[src/rtl/pmp_chk_pkg.sv]
package pmp_chk_pkg;

  typedef enum logic [1:0] {
    MODE_OFF   = 2'd0,
    MODE_TOR   = 2'd1,
    MODE_NA4   = 2'd2,
    MODE_NAPOT = 2'd3
  } regionMode_e;

  // bit 5 lock, bits 4:3 mode, bit 2 execute, bit 1 write, bit 0 read
  typedef struct packed {
    logic        lock;
    regionMode_e mode;
    logic        x;
    logic        w;
    logic        r;
  } entryCfg_t;

  localparam int CFG_W = $bits(entryCfg_t);

  typedef struct packed {
    logic loadResult;
  } ctrlStrobe_t;

endpackage

[src/rtl/pmp_chk_entry.sv]
module pmp_chk_entry
  import pmp_chk_pkg::*;
#(
  parameter int ADDR_W = 16
) (
  input  logic [ADDR_W-1:0] lo,
  input  logic [ADDR_W-1:0] hi,
  input  logic [ADDR_W-1:0] firstByte,
  input  logic [ADDR_W:0]   lastByte,
  input  entryCfg_t         cfg,
  input  logic              nextTorLock,
  input  logic              machine,
  output logic              active,
  output logic              fullHit,
  output logic              partHit,
  output logic [2:0]        granted
);

  logic firstIn;
  logic lastIn;
  logic locked;

  assign active  = (cfg.mode != MODE_OFF);
  assign firstIn = (firstByte >= lo) && (firstByte <= hi);
  assign lastIn  = (lastByte >= {1'b0, lo}) && (lastByte <= {1'b0, hi});
  assign fullHit = active && firstIn && lastIn;
  assign partHit = active && (firstIn != lastIn);
  assign locked  = cfg.lock || nextTorLock;

  always_comb begin
    if (machine && !locked) granted = 3'b111;
    else                    granted = {cfg.x, cfg.w, cfg.r};
  end

endmodule

[src/rtl/pmp_chk_datapath.sv]
module pmp_chk_datapath
  import pmp_chk_pkg::*;
#(
  parameter int ENTRIES = 4,
  parameter int ADDR_W  = 16
) (
  input  logic                      clk,
  input  logic                      rstN,
  input  ctrlStrobe_t               strobe,
  input  logic [ADDR_W-1:0]         reqAddr,
  input  logic [1:0]                reqSize,
  input  logic [2:0]                reqPerm,
  input  logic                      reqMachine,
  input  logic [ENTRIES*ADDR_W-1:0] regionLo,
  input  logic [ENTRIES*ADDR_W-1:0] regionHi,
  input  logic [ENTRIES*CFG_W-1:0]  regionCfg,
  output logic                      respAllow
);

  localparam int LAST_W = ADDR_W + 1;

  entryCfg_t          cfgArr [ENTRIES];
  logic [ENTRIES-1:0] activeVec;
  logic [ENTRIES-1:0] fullVec;
  logic [ENTRIES-1:0] partVec;
  logic [2:0]         grantArr [ENTRIES];
  logic [LAST_W-1:0]  lastByte;
  logic [3:0]         sizeMinus1;
  logic               decision;

  assign sizeMinus1 = (4'd1 << reqSize) - 4'd1;
  assign lastByte   = {1'b0, reqAddr} + LAST_W'(sizeMinus1);

  for (genvar g = 0; g < ENTRIES; g++) begin : g_entry
    logic nextTorLock;
    assign cfgArr[g] = regionCfg[g*CFG_W +: CFG_W];
    if (g + 1 < ENTRIES) begin : g_mid
      assign nextTorLock = regionCfg[(g+1)*CFG_W + CFG_W - 1]
                        && (regionCfg[(g+1)*CFG_W + 3 +: 2] == MODE_TOR);
    end else begin : g_top
      assign nextTorLock = 1'b0;
    end
    pmp_chk_entry #(.ADDR_W(ADDR_W)) u_entry (
      .lo          (regionLo[g*ADDR_W +: ADDR_W]),
      .hi          (regionHi[g*ADDR_W +: ADDR_W]),
      .firstByte   (reqAddr),
      .lastByte    (lastByte),
      .cfg         (cfgArr[g]),
      .nextTorLock (nextTorLock),
      .machine     (reqMachine),
      .active      (activeVec[g]),
      .fullHit     (fullVec[g]),
      .partHit     (partVec[g]),
      .granted     (grantArr[g])
    );
  end

  // first touched entry wins; fallback depends on whether any rule exists
  always_comb begin
    logic found;
    found    = 1'b0;
    decision = (|activeVec) ? reqMachine : 1'b1;
    for (int i = 0; i < ENTRIES; i++) begin
      if (!found && (fullVec[i] || partVec[i])) begin
        found    = 1'b1;
        decision = fullVec[i] && ((reqPerm & ~grantArr[i]) == 3'b000);
      end
    end
  end

  always_ff @(posedge clk) begin
    if (!rstN)                  respAllow <= 1'b0;
    else if (strobe.loadResult) respAllow <= decision;
  end

  // no active entry means the next answer is an allow
  a_r3_open_when_empty: assert property (@(posedge clk) disable iff (!rstN)
    strobe.loadResult && (activeVec == '0) |=> respAllow);

  // a straddle on entry 0 is always a deny
  a_r5_partial_denies: assert property (@(posedge clk) disable iff (!rstN)
    strobe.loadResult && partVec[0] |=> !respAllow);

  // rules exist, nothing touched, machine mode -> allow
  a_r10_machine_default: assert property (@(posedge clk) disable iff (!rstN)
    strobe.loadResult && reqMachine && (activeVec != '0)
      && (fullVec == '0) && (partVec == '0) |=> respAllow);

  // rules exist, nothing touched, lower mode -> deny
  a_r10_user_default: assert property (@(posedge clk) disable iff (!rstN)
    strobe.loadResult && !reqMachine && (activeVec != '0)
      && (fullVec == '0) && (partVec == '0) |=> !respAllow);

endmodule

[src/rtl/pmp_chk_ctrl.sv]
module pmp_chk_ctrl
  import pmp_chk_pkg::*;
(
  input  logic        clk,
  input  logic        rstN,
  input  logic        reqValid,
  output logic        reqReady,
  output logic        respValid,
  input  logic        respReady,
  output ctrlStrobe_t strobe
);

  assign reqReady          = !respValid || respReady;
  assign strobe.loadResult = reqValid && reqReady;

  always_ff @(posedge clk) begin
    if (!rstN)                  respValid <= 1'b0;
    else if (strobe.loadResult) respValid <= 1'b1;
    else if (respReady)         respValid <= 1'b0;
  end

  // an accepted request produces an answer next cycle
  a_r1_valid_after_accept: assert property (@(posedge clk) disable iff (!rstN)
    reqValid && reqReady |=> respValid);

endmodule

[src/rtl/pmp_access_check.sv]
module pmp_access_check
  import pmp_chk_pkg::*;
#(
  parameter int ENTRIES = 4,
  parameter int ADDR_W  = 16
) (
  input  logic                      clk,
  input  logic                      rstN,
  input  logic                      reqValid,
  output logic                      reqReady,
  input  logic [ADDR_W-1:0]         reqAddr,
  input  logic [1:0]                reqSize,
  input  logic [2:0]                reqPerm,
  input  logic                      reqMachine,
  output logic                      respValid,
  input  logic                      respReady,
  output logic                      respAllow,
  input  logic [ENTRIES*ADDR_W-1:0] regionLo,
  input  logic [ENTRIES*ADDR_W-1:0] regionHi,
  input  logic [ENTRIES*CFG_W-1:0]  regionCfg
);

  ctrlStrobe_t strobe;

  pmp_chk_ctrl u_ctrl (
    .clk       (clk),
    .rstN      (rstN),
    .reqValid  (reqValid),
    .reqReady  (reqReady),
    .respValid (respValid),
    .respReady (respReady),
    .strobe    (strobe)
  );

  pmp_chk_datapath #(.ENTRIES(ENTRIES), .ADDR_W(ADDR_W)) u_datapath (
    .clk        (clk),
    .rstN       (rstN),
    .strobe     (strobe),
    .reqAddr    (reqAddr),
    .reqSize    (reqSize),
    .reqPerm    (reqPerm),
    .reqMachine (reqMachine),
    .regionLo   (regionLo),
    .regionHi   (regionHi),
    .regionCfg  (regionCfg),
    .respAllow  (respAllow)
  );

  // a stalled answer does not change
  a_r1_resp_hold: assert property (@(posedge clk) disable iff (!rstN)
    respValid && !respReady |=> respValid && $stable(respAllow));

endmodule

[config.mk]
export PLATFORM = sky130hd
export DESIGN_NAME = pmp_access_check
export DESIGN_NICKNAME = d
export VERILOG_FILES = /design/src/rtl/pmp_chk_pkg.sv /design/src/rtl/pmp_chk_entry.sv /design/src/rtl/pmp_chk_datapath.sv /design/src/rtl/pmp_chk_ctrl.sv /design/src/rtl/pmp_access_check.sv
export SDC_FILE = /design/constraint.sdc
export NUM_CORES = 1
export LEC_CHECK = 0
export CORE_MARGIN = 10
export CORE_UTILIZATION = 40
export DETAILED_ROUTE_END_ITERATION = 16
export PLACE_DENSITY = 0.69
export SETUP_SLACK_MARGIN = 0.2
export SLEW_MARGIN = 20
export SYNTH_ARGS = -nofsm -noshare
export SYNTH_HDL_FRONTEND = slang
export SYNTH_SLANG_ARGS = --single-unit
[constraint.sdc]
create_clock -name clk -period 8.05 [get_ports clk]
set_input_delay 1.2075 -clock clk [delete_from_list [all_inputs] [get_ports clk]]
set_output_delay 1.2075 -clock clk [all_outputs]
set_load 0.05 [all_outputs]
# == Word level (Yosys, flattened, before mapping) ==
# Index checks and enable logic that the tools add are counted.
# classes
n_addsub,2
order_cmp,16
n_eq_ne,7
n_shift,1
muxes,14
bitwise_logic,8
n_reduce_logical,61
# op_table
cell,n
17-bit by 16-bit greater-or-equal comparator with 1-bit output,4
17-bit by 16-bit <= comparator with 1-bit output,4
16-bit greater-or-equal comparator,4
16-bit <= comparator,4
1-bit logical AND,35
16-bit by 4-bit adder with 17-bit output,1
3-bit AND,4
3-bit zero test,4
3-bit 2-to-1 mux,4
3-bit inverter,4
1-bit 2-to-1 mux,10
2-bit nonzero test,5
1-bit zero test,8
1-bit logical OR,8
"2-bit by 1-bit equality test with 1-bit output, second input constant",3
1-bit != test,4
4-bit OR reduction,1
"1-bit by 2-bit << shifter with 4-bit output, first input constant",1
"4-bit by 1-bit subtractor with 4-bit output, second input constant",1
# totals
reg_bits,2
output_inout_bits,3
wordCells,111

# == Depth between registers and ports, before layout ==
# Gate-level depths: netlist (run 1).
# depth
depth_word,18
depth_mapped,20
ltp_nobuf,20

# == Hierarchy ==
# Synthesis (run 1) repeated with hierarchy kept, for this count alone.
# unflattened
cells_unflattened,881
hier_area_um2,6792.8
# modules_own_cells
module,n_inst,cells_each,area_each_um2,seq_area_each_um2
pmp_chk_entry,4,198,1537.7,0.0
pmp_chk_datapath,1,84,584.3,20.0
pmp_chk_ctrl,1,5,57.6,20.0

# == Worst setup path after synthesis (run 1) ==
# Ideal clock, no wire load.
# synth_timing
path_type,in2reg
start,input port reqSize[1]
end,register u_datapath.respAllow
setup_ps,67
t_arrival_ps,4801
required_time_ps,7983
slack_ps,3182
stages,19
n_path_buf,0
path_cell_list,or2_2 > ha_1 > a21o_1 > a21o_1 > a21oi_1 > or2_2 > nor2_1 > xor2_1 > ha_1 > and3_1 > a221o_1 > a31oi_1 > o21ai_0 > a21oi_1 > a21oi_1 > o21ai_0 > a211oi_1 > a211o_1 > o21ai_2
# synth_between
elab_chain_len,18
word_cells_on_any_way,48
# synth_lines
element,line_no,source
start: declaration,pmp_access_check.sv:12,"input logic [1:0] reqSize,"
1-bit by 2-bit << shifter with 4-bit output *,pmp_chk_datapath.sv:31,assign sizeMinus1 = (4'd1 << reqSize) - 4'd1;
4-bit by 1-bit subtractor with 4-bit output *,pmp_chk_datapath.sv:31,
16-bit by 4-bit adder with 17-bit output *,pmp_chk_datapath.sv:32,"assign lastByte = {1'b0, reqAddr} + LAST_W'(sizeMinus1);"
17-bit by 16-bit greater-or-equal comparator with 1-bit output or 17-bit by 16-bit <= comparator with 1-bit output (tied branches),pmp_chk_entry.sv:25,"assign lastIn = (lastByte >= {1'b0, lo}) && (lastByte <= {1'b0, hi});"
1-bit logical AND,pmp_chk_entry.sv:25,
1-bit != test,pmp_chk_entry.sv:27,assign partHit = active && (firstIn != lastIn);
1-bit logical AND,pmp_chk_entry.sv:27,
1-bit logical OR,pmp_chk_datapath.sv:64,if (!found && (fullVec[i] || partVec[i])) begin
[2 not listed],-,
1-bit logical AND,pmp_chk_datapath.sv:64,
1-bit 2-to-1 mux,pmp_chk_datapath.sv:64,
1-bit zero test,pmp_chk_datapath.sv:64,
1-bit logical AND,pmp_chk_datapath.sv:64,
1-bit 2-to-1 mux,pmp_chk_datapath.sv:64,
1-bit zero test,pmp_chk_datapath.sv:64,
1-bit logical AND,pmp_chk_datapath.sv:64,
1-bit 2-to-1 mux *,pmp_chk_datapath.sv:64,
end signal: assignment,pmp_chk_datapath.sv:73,else if (strobe.loadResult) respAllow <= decision;
end: declaration,pmp_chk_datapath.sv:17,output logic respAllow
# Mark *: on every way between the ends. The rest lies on a longest branch, timed or not.
# A chain may end at the register's enable or synchronous reset.

# == Final worst setup path (run 1) ==
# layout_timing
start,input port reqAddr[1]
end,register u_datapath.respAllow
# layout_between
elab_chain_len,16
word_cells_on_any_way,62
# layout_lines
element,line_no,source
start: declaration,pmp_access_check.sv:11,"input logic [ADDR_W-1:0] reqAddr,"
16-bit by 4-bit adder with 17-bit output,pmp_chk_datapath.sv:32,
17-bit by 16-bit greater-or-equal comparator with 1-bit output or 17-bit by 16-bit <= comparator with 1-bit output (tied branches),pmp_chk_entry.sv:25,
1-bit logical AND,pmp_chk_entry.sv:25,
1-bit != test,pmp_chk_entry.sv:27,
1-bit logical AND,pmp_chk_entry.sv:27,
1-bit logical OR,pmp_chk_datapath.sv:64,
1-bit 2-to-1 mux,pmp_chk_datapath.sv:64,
1-bit zero test,pmp_chk_datapath.sv:64,
1-bit logical AND,pmp_chk_datapath.sv:64,
1-bit 2-to-1 mux,pmp_chk_datapath.sv:64,
1-bit zero test,pmp_chk_datapath.sv:64,
1-bit logical AND,pmp_chk_datapath.sv:64,
1-bit 2-to-1 mux,pmp_chk_datapath.sv:64,
1-bit zero test,pmp_chk_datapath.sv:64,
1-bit logical AND,pmp_chk_datapath.sv:64,
1-bit 2-to-1 mux *,pmp_chk_datapath.sv:64,
# Marked as above.

==> key figures, run 1 <==
Die
  • X dimension of the die: ~150 um
  • Rows: 46
  • Area inside the core boundary: 16,000 sq um
  • Top-level I/O count: 181
  • Die Area: 22,000 sq um
  • Floorplan die height: 148 um
  • Initial core utilization: 0.412

Logic synthesis
  • Synthesis-stage register bit count: 2
  • Fraction of post-synthesis cell area in the top cell type by area: 0.493
  • Count of yosys warnings during synthesis: 0
  • Predominant post-synthesis flop cell: dfxtp_1
  • Biggest area contributors in the synthesized netlist: ha_1 (49%), inv_1 (7.6%), a21oi_1 (5.1%)
  • Post-Syn Nets: approximately 1,300
  • Cell area after technology mapping: around 6600 sq um
  • Multiplexer fraction of the synthesized cell area: 0
  • Portion of the post-synthesis area used by sequential elements: 0.00607
  • Syn Area/Cell: 7.60 sq um
  • Most area-hungry cell type in the Yosys netlist: ha_1
  • Xor and xnor fraction of the mapped netlist area: 0.0186
  • Synthesized instance count: 869
  • Distinct cell type count of the synthesized netlist: 53
  • Number of enable flip-flop cells after synthesis: 0
  • Area fraction in compound gates after synthesis: 0.235
  • Async SR Flop Fraction: 0
  • Largest family of logic cells by synthesized area: adder cells
  • Adder-cell share of the synthesized area: 0.496
  • Basic-gate share of the synthesized area counting and, or, nand and nor cells: 0.168

Placement
  • Final RePlAce weighted congestion: between 0.9 and 1
  • Post-placement cell count: between 1,000 and 1,500
  • Hpwl dp: 20,800 um
  • Port-buffer cells: 180
  • DP Worst Slack: between 1.5 and 2 ns

Finish
  • Synthesis-to-layout area growth: 32.6%
  • Final #Nets: ~1,500
  • Non-filler cells, final: 1,268
  • Area of the multi-input gates: between 6000 and 7000 sq um
  • Total area of sequential cells: approximately 40 sq um
  • Share of layout cells above drive strength 1: 0.0133
  • Number of antenna cells inserted: 0
  • Post-Route Utilization: 0.547
  • Filler cell count: 1,591

GRT
  • Pin count of the biggest net entering global routing: 13
  • First-pass GRT wire length: roughly 37,000 um
  • Grt ovf: 0
  • Number of antenna violations at the first check in global routing: 0
  • Global router's overall resource usage: 0.208
  • Vias in the first global route: approximately 7,000

STA
  • Finish-stage setup viols: 0
  • Final critical-path required period: slightly below 6 ns
  • Worst clock skew: about 0.0026 ns
  • Setup Total Neg Slack: 0 ns
  • Crit path setup slack, layout: around 2.1 ns
  • Headroom to the max-slew limit: 0.310
  • Slew of the pin with the lowest slew margin: just over 1 ns
  • RSZ-0062 raised after global routing: false
  • Number of hold violations in the final report: 0
  • Post-route fraction of the period consumed by the critical path: 0.737
  • Count of final max-slew check failures: 0
  • F_max: approximately 170 MHz

Power and ir drop
  • Switching share of power: 0.476
  • Worst supply voltage drop on vdd: 0.0000372 V
  • Power per cell area: 70.2 nW/um^2
  • Power share of the clock group: 0.123
  • Sw Pwr: about 0.3 mW
  • Cell Int Power: 0.322 mW
  • Pleak: 4.49 nW
  • Sequential cell fraction of total power: 0.019
  • Combinational fraction of design power: 0.858

Clock tree
  • Number of buffers inserted during clock tree synthesis: 3
  • Root cell of the clock tree: clkbuf_16
  • Cts hold-fix bufs: 0
  • CTS tree: yes
  • Gates resized, CTS repair: 0
  • Maximum count of clock buffers along a single path: 2
  • Max H-tree Level: 1
  • Clock sink count: 2
  • Clock transition at the registers of the reported paths: about 0.030 ns
  • Clock latency reported for the late side of the worst-skew pair: between 0.2 and 0.25 ns
  • Setup Buffers After CTS: 0

Route
  • First DRT Iteration DRCs: 529
  • Antenna-violating nets left: 0
  • Post-DR wirelength/cell: between 15 and 20 um
  • Detailed-routing iteration count for the pre-antenna-repair pass: 6
  • Count of vias placed by the detailed router: 6,892
  • Residual DRC count: 0
  • Sum of routed wire length over all layers: 23,500 um
  • Routed vias/inst: about 5.4

Run
  • Max-capacitance violation count: 0

Status
  • Result of the run: finished clean

Critical path
  • Largest driver fanout on the critical path: 10
  • Kind of end point of the critical path: flop
  • Critical path launch point type: input pin
  • Required @ worst endpoint: slightly above 8 ns
  • Depth of the worst register-to-register path: 5
  • Critical path start-end classification: input pin to flop
  • Crit path arrival time: 6.09 ns

Hold path
  • Worst hold stages: 2
  • Min-Delay Path Class: flop to flop
path summary, 6_finish.rpt:
| path | start | end | slack (ns) |
|---|---|---|---|
| setup / recovery | reqAddr[1] | u_datapath.respAllow | 2.12 |
| hold / removal | u_ctrl.respValid | u_ctrl.respValid | 0.58 |
| setup reg to reg | u_ctrl.respValid | u_datapath.respAllow | 6.88 |
| hold reg to reg | u_ctrl.respValid | u_ctrl.respValid | 0.58 |
registers in the layout, indices dropped and copies added (netlist names):
signal	cells
u_ctrl.respValid	1
u_datapath.respAllow	1
power by group through the flow:
| stage | clock network, mW | registers [mW] | logic, mW |
|---|---|---|---|
| floorplan | 0 | 0.0151 | 0.302 |
| global route | 0.0777 | 0.0119 | 0.595 |
| global placement | 0 | 0.0119 | 0.508 |
| finish | 0.0754 | 0.0118 | 0.527 |
| detailed placement | 0 | 0.0119 | 0.516 |
| CTS | 0.0758 | 0.0118 | 0.521 |
metal layers:
| layer | vias up | global-route usage | wire length [um] |
|---|---|---|---|
| li1 | 3602 | - | - |
| met3 | 18 | 0.0231 | 1500 |
| met5 | - | 0 | 0 |
| met1 | 3031 | 0.287 | 11200 |
| met2 | 241 | 0.346 | 10600 |
| met4 | 0 | 0.0273 | 258 |
cell usage in the layout, fill, tap and decap left out, drive strengths merged, types with 3 or more instances in the layout:
master         instances
a31oi                 10
o21a                   8
o22ai                  8
a21o                  36
nand4                 33
nor2b                 14
nor4                   4
a211oi                20
xor2                   7
nand2                 51
and4                   6
nand3                 30
and2                   4
ha                   260
or2                    4
o211ai                 9
clkdlybuf4s50        180
a211o                  4
nor2                  36
nor3                  12
a221o                  3
a2111oi                7
o21ai                 51
nand2b                 9
inv                  133
and3                   4
a21oi                 68
o31ai                  5
xnor2                  7
clkbuf                 3
Yosys cell counts (12+ instances only):
cell type / instances
inv_1: 133
a21oi_1: 67
a21o_1: 36
o21ai_0: 50
nor3_1: 12
nand3_1: 29
nand2_1: 51
nor2_1: 36
ha_1: 260
nand4_1: 33
nor2b_1: 14
a211oi_1: 20
logic make-up (layout without fill, tap and decap cells):
logic type / Yosys count / count (layout)
other: 1 / 1
buffers and inverters: 134 / 317
XOR/XNOR: 14 / 14
adder cells (fa/ha/maj): 261 / 261
AO/OA/AOI/OAI: 242 / 242
flip-flops: 2 / 2
AND/OR/NAND/NOR: 215 / 215
stage by stage:
stage	cell area, sq um	total power [mW]	hold WS [ns]
6_report	8750	0.614	0.583
5_1_grt	8750	0.685	0.660
4_1_cts	8750	0.608	0.583
3_5_place_dp	8680	0.528	0.581
3_3_place_gp	8680	0.520	0.566
2_1_floorplan	6600	0.318	0.835
cell type report:
type | instances | area share
clock buffer | 3 | 0.00858
inverter | 133 | 0.0570
multi-input combinational | 733 | 0.692
sequential | 2 | 0.00458
tap | 216 | 0.0309
timing repair buffer | 181 | 0.207
critical path: stages:
cell and delay, ns:
clkdlybuf4s50_1 0.66, ha_1 0.42, a21o_1 0.11, a21o_1 0.14
a21oi_1 0.08, or2_2 0.36, nor2_1 0.17, nand3_1 0.11
xnor2_1 0.66, ha_1 0.24, nand3_1 0.12, or3_1 0.39
o32a_1 0.36, o31ai_1 0.07, o2111a_2 0.24, o22ai_2 0.09
o21ai_0 0.16, a211oi_1 0.10, a211o_1 0.30, o21ai_2 0.11
Note: power is estimated with default switching activity, not from simulation.
==> inputs of run 2 (changes only) <==
PLACE_DENSITY = 0.72   (was 0.69)
clock period = 5.19 ns   (was 8.05 ns; I/O delays follow)
==> key figures, run 2 (same netlist as run 1, synthesis figures left out) <==
Critical path
  • Critical path start-end classification: input pin to flop
  • Critical path launch point type: input pin
  • Kind of end point of the critical path: flop
  • Largest driver fanout on the critical path: 6
  • Launch point of the critical path: reqSize[1]
  • Worst flop-to-flop path startpoint: u_ctrl.respValid
  • Required @ worst endpoint: about 5.4 ns
  • Crit path arrival time: approximately 5 ns

Route
  • Routed vias/inst: 5.50
  • Antenna-violating nets left: 0
  • Post-DR wirelength/cell: between 15 and 20 um
  • Detailed-routing iteration count for the pre-antenna-repair pass: 5
  • Count of vias placed by the detailed router: approximately 7,200
  • First DRT Iteration DRCs: 503
  • Sum of routed wire length over all layers: 24,300 um
  • Residual DRC count: 0

Finish
  • Synthesis-to-layout area growth: 40.5%
  • Most used cells in the layout excluding fill and tap cells: ha_1 (256), clkdlybuf4s50_1 (180), inv_1 (133), a21oi_1 (66), nand2_1 (51)
  • Share of layout cells above drive strength 1: 0.0739
  • Number of antenna cells inserted: 0
  • Final #Nets: 1,537
  • Layout Cell Area excl Fill: between 9000 and 10,000 sq um
  • Leading cell type in the layout, fill and taps excluded: ha_1
  • Area of the multi-input gates: around 6200 sq um
  • Total area of sequential cells: ~40 sq um
  • Filler cell count: 1,579
  • Non-filler cells, final: 1,312
  • Biggest regs: u_ctrl.respValid (1), u_datapath.respAllow (1)

GRT
  • Vias in the first global route: about 7,300
  • M1 GR Usage: 0.281
  • Pin count of the biggest net entering global routing: 12
  • Grt ovf: 0
  • First-pass GRT wire length: roughly 38,000 um
  • Met2 demand-to-capacity share in global routing: 0.359
  • Number of antenna violations at the first check in global routing: 0
  • Most Crowded Layer GR: met2
  • Global router's overall resource usage: 0.213
  • GR met3 Demand/Resource: 0.0291

STA
  • F_max: 206 MHz
  • Count of final max-slew check failures: 0
  • Final critical-path required period: slightly below 5 ns
  • Worst clock skew: between 0.001 and 0.0015 ns
  • Headroom to the max-slew limit: 0.526
  • Crit path setup slack, layout: ~0.34 ns
  • Slew of the pin with the lowest slew margin: just under 0.7 ns
  • Finish-stage setup viols: 0
  • RSZ-0062 raised after global routing: false
  • Post-route fraction of the period consumed by the critical path: 0.934
  • Number of hold violations in the final report: 0
  • Setup Total Neg Slack: 0 ns

Run
  • Max-capacitance violation count: 0

Die
  • X dimension of the die: approximately 150 um
  • Area inside the core boundary: 16,000 sq um
  • Floorplan die height: ~150 um
  • Top-level I/O count: 181
  • Initial core utilization: 0.412
  • Rows: 46
  • Die Area: between 20,000 and 25,000 sq um

Power and ir drop
  • Pleak: 4.75 nW
  • Overall power: 1.01 mW
  • Power per cell area: between 100 and 150 nW/um^2
  • Worst supply voltage drop on vdd: ~0.000084 V

Hold path
  • Hold Path Origin: u_ctrl.respValid
  • Min-Delay Path Class: flop to flop

Clock tree
  • Clock latency reported for the late side of the worst-skew pair: 0.22 ns
  • Root cell of the clock tree: clkbuf_16
  • Clock sink count: 2
  • Maximum count of clock buffers along a single path: 2
  • Number of buffers inserted during clock tree synthesis: 3
  • Clock transition at the registers of the reported paths: approximately 0.030 ns
  • Max H-tree Level: 1
  • CTS tree: yes

Placement
  • Final RePlAce weighted congestion: about 0.99
  • Hpwl dp: ~21,000 um
  • Post-placement cell count: around 1,300
  • Standard cell area after detailed placement: between 8000 and 9000 sq um
  • DP Worst Slack: -0.152 ns
  • Port-buffer cells: between 150 and 200

Status
  • Result of the run: finished clean
==> run 2: cell count changes in the layout (fill, tap and decap cells not counted), sizes merged <==
| cell | change |
|---|---|
| buf | +44 |
==> run 2: layout make-up <==
type	count	area share
Inverter	133	0.0539
Multi-Input combinational cell	733	0.674
Tap cell	216	0.0292
Timing Repair Buffer	225	0.231
Sequential cell	2	0.00432
Clock buffer	3	0.00810
==> run 2: per-stage QoR <==
| stage | hold slack [ns] | util |
|---|---|---|
| 3_5_place_dp | 0.571 | 0.559 |
| 6_report | 0.585 | 0.579 |
| 2_1_floorplan | 0.835 | - |
| 5_1_grt | 0.628 | 0.579 |
| 4_1_cts | 0.583 | 0.567 |
| 3_3_place_gp | 0.569 | 0.559 |
==> run 2: routing by layer <==
metal,wire [um],part of all wire,vias to the layer above
met2,11300,0.46,233
met5,0,0,-
met1,11200,0.46,3271
met3,1510,0.062,20
li1,-,-,3698
met4,314,0.013,0
==> run 2: critical path, cell delays in order <==
cell	delay (ns)
clkdlybuf4s50_1	0.41
or2_2	0.30
ha_2	0.19
a21o_1	0.18
a21o_1	0.21
a21oi_2	0.16
or2_4	0.18
nor2_1	0.08
xor2_2	0.17
buf_4	0.17
ha_4	0.27
nand3_2	0.08
or3_4	0.40
o32a_1	0.35
o31ai_1	0.07
o2111a_2	0.26
o22ai_2	0.10
a31o_1	0.22
a211o_1	0.30
o21ai_2	0.10
==> run 2: timing repair <==
| item | in CTS | in global routing |
|---|---|---|
| endpoints found under the hold margin | 0 | 0 |
| buffers inserted | 0 | 8 |
| resized for setup | 7 | 25 |
| endpoints found under the setup margin | 1 | 1 |
| pin swaps | 0 | 10 |
| hold buffers | 0 | 0 |
==> run 2: final timing paths <==
kind | to | slack [ns] | depth (start not counted)
max reg2reg | u_datapath.respAllow | 4.04 | 5
min reg2reg | u_ctrl.respValid | 0.58 | 2
max | u_datapath.respAllow | 0.34 | 20
min | u_ctrl.respValid | 0.58 | 2
==> run 2: report_power, final <==
group          switching (mW)  internal (mW)  total [mW]  leakage (nW)
Combinational           0.451          0.426       0.878          4.69
Clock                  0.0176         0.0980       0.116        0.0370
Sequential            0.00100         0.0171      0.0181        0.0165
==> inputs of run 3 (changes only) <==
CTS_BUF_LIST = sky130_fd_sc_hd__clkbuf_8   (was unset)
==> key figures, run 3 (same netlist as run 1, synthesis figures left out) <==
Critical path
  • CP dominant cell by count: a21o_1
  • Largest driver fanout on the critical path: 4
  • Combined buffer and inverter count along the critical path: 2
  • Kind of cell adding the most delay to the critical path: compound AO/OA/AOI/OAI gates
  • Critical path's slowest cell: clkdlybuf4s50_1
  • Critical path launch point type: input pin
  • Worst reg-to-reg setup slack: 4.04 ns
  • Required @ worst endpoint: roughly 5.3 ns
  • Crit path arrival time: 4.99 ns
  • Worst flop-to-flop path startpoint: u_ctrl.respValid
  • Critical path start-end classification: input pin to flop
  • Kind of end point of the critical path: flop
  • Cell chain of the critical path: clkdlybuf4s50_1, or2_2, ha_2, a21o_1, a21o_1, a21oi_2, or2_4, nor2_1, xor2_2, buf_4, ha_4, nand3_2, or3_4, o32a_1, o31ai_1, o2111a_2, o22ai_2, a31o_1, a211o_1, o21ai_2
  • Slowest Stage Delay on Critical Path: 0.41 ns
  • Launch point of the critical path: reqSize[1]

Route
  • Antenna-violating nets left: 0
  • Count of vias placed by the detailed router: 7,180
  • Post-DR wirelength/cell: 18.5 um
  • Sum of routed wire length over all layers: between 20,000 and 25,000 um
  • Residual DRC count: 0
  • First DRT Iteration DRCs: 484
  • Routed vias/inst: approximately 5.5
  • Detailed-routing iteration count for the pre-antenna-repair pass: 6

Placement
  • DP Worst Slack: -0.152 ns
  • Hpwl dp: 21,500 um
  • Final RePlAce weighted congestion: around 0.99
  • Post-placement cell count: 1,301
  • Port-buffer cells: 180

Finish
  • Biggest regs: u_ctrl.respValid (1), u_datapath.respAllow (1)
  • Area of the multi-input gates: about 6200 sq um
  • Leading cell type in the layout, fill and taps excluded: ha_1
  • Non-filler cells, final: around 1,300
  • Filler cell count: around 1,600
  • Number of antenna cells inserted: 0
  • Most used cells in the layout excluding fill and tap cells: ha_1 (256), clkdlybuf4s50_1 (180), inv_1 (133), a21oi_1 (66), nand2_1 (51)
  • Share of layout cells above drive strength 1: 0.0731
  • Synthesis-to-layout area growth: 39.8%
  • Final #Nets: 1,536
  • Total area of sequential cells: ~40 sq um

GRT
  • Grt ovf: 0
  • Pin count of the biggest net entering global routing: 12
  • Vias in the first global route: about 7,300
  • Global router's overall resource usage: 0.212
  • First-pass GRT wire length: between 30,000 and 40,000 um
  • Number of antenna violations at the first check in global routing: 0

Hold path
  • Min-Delay Path Class: flop to flop
  • Hold Path Origin: u_ctrl.respValid

STA
  • Count of final max-slew check failures: 0
  • Crit path setup slack, layout: between 0.3 and 0.4 ns
  • Number of hold violations in the final report: 0
  • Final critical-path required period: ~4.9 ns
  • Post-Route Hold Slack: about 0.58 ns
  • Finish-stage setup viols: 0
  • Setup Total Neg Slack: 0 ns
  • Headroom to the max-slew limit: 0.513
  • Post-route fraction of the period consumed by the critical path: 0.935
  • Worst clock skew: roughly 0.00072 ns
  • F_max: around 210 MHz
  • RSZ-0062 raised after global routing: false
  • Slew of the pin with the lowest slew margin: 0.712 ns

Power and ir drop
  • Power per cell area: between 100 and 150 nW/um^2
  • Worst supply voltage drop on vdd: between 0.00008 and 0.00009 V
  • Pleak: approximately 4.7 nW
  • Overall power: about 0.96 mW

Die
  • Die Area: about 22,000 sq um
  • Floorplan die height: 148 um
  • Initial core utilization: 0.412
  • Rows: 46
  • Top-level I/O count: ~180
  • X dimension of the die: around 150 um
  • Area inside the core boundary: around 16,000 sq um

Clock tree
  • Root cell of the clock tree: clkbuf_8
  • Number of buffers inserted during clock tree synthesis: 3
  • Clock latency reported for the late side of the worst-skew pair: roughly 0.21 ns
  • Cts hold-fix bufs: 0
  • Clock sink count: 2
  • Max H-tree Level: 1
  • Clock transition at the registers of the reported paths: around 0.030 ns
  • CTS tree: yes
  • Maximum count of clock buffers along a single path: 2

Status
  • Result of the run: finished clean

Run
  • Max-capacitance violation count: 0
==> run 3: changes by cell type in the layout (fill, tap and decap cells not counted) <==
| cell | change |
|---|---|
| clkbuf_16 | -3 |
| buf_4 | -1 |
| clkbuf_8 | +3 |
==> run 3: tightest hold or removal path: stages (launching register included) <==
cell and delay, ns:
dfxtp_1 0.30, nand2b_1 0.13, a21boi_0 0.10
==> run 3: layer usage <==
| metal | wire length [um] | track usage |
|---|---|---|
| met2 | 11300 | 0.357 |
| met1 | 11000 | 0.279 |
| met4 | 397 | 0.0391 |
| met3 | 1550 | 0.0325 |
| met5 | 0 | 0 |
==> run 3: what timing repair did <==
item                                    4_1_cts  5_1_grt
pin swaps                                     1       12
endpoints found under the setup margin        1        1
gates resized for setup                       7       25
setup buffers                                 2        5
==> run 3: power by group <==
part,internal [mW],total [mW],switching (mW)
logic,0.426,0.876,0.450
clock network,0.0491,0.0614,0.0124
registers,0.0171,0.0181,0.000964
total,0.492,0.956,0.464
==> run 3: final cells by class <==
class	instances	area share
multi-input combinational	733	0.677
timing repair buffer	224	0.231
inverter	133	0.0541
tap	216	0.0293
clock buffer	3	0.00447
sequential	2	0.00434
==> run 3: path summary, 6_finish.rpt <==
path	to	cells after the start
hold / removal	u_ctrl.respValid	2
setup / recovery	u_datapath.respAllow	20
setup reg to reg	u_datapath.respAllow	5
hold reg to reg	u_ctrl.respValid	2
==> run 3: stage by stage <==
stage / instance area [sq um] / util
after global routing: 9230 / 0.577
after CTS: 9050 / 0.566
after global placement: 8950 / 0.559
after floorplan: 6600 / -
after detailed placement: 8950 / 0.559
final: 9230 / 0.577
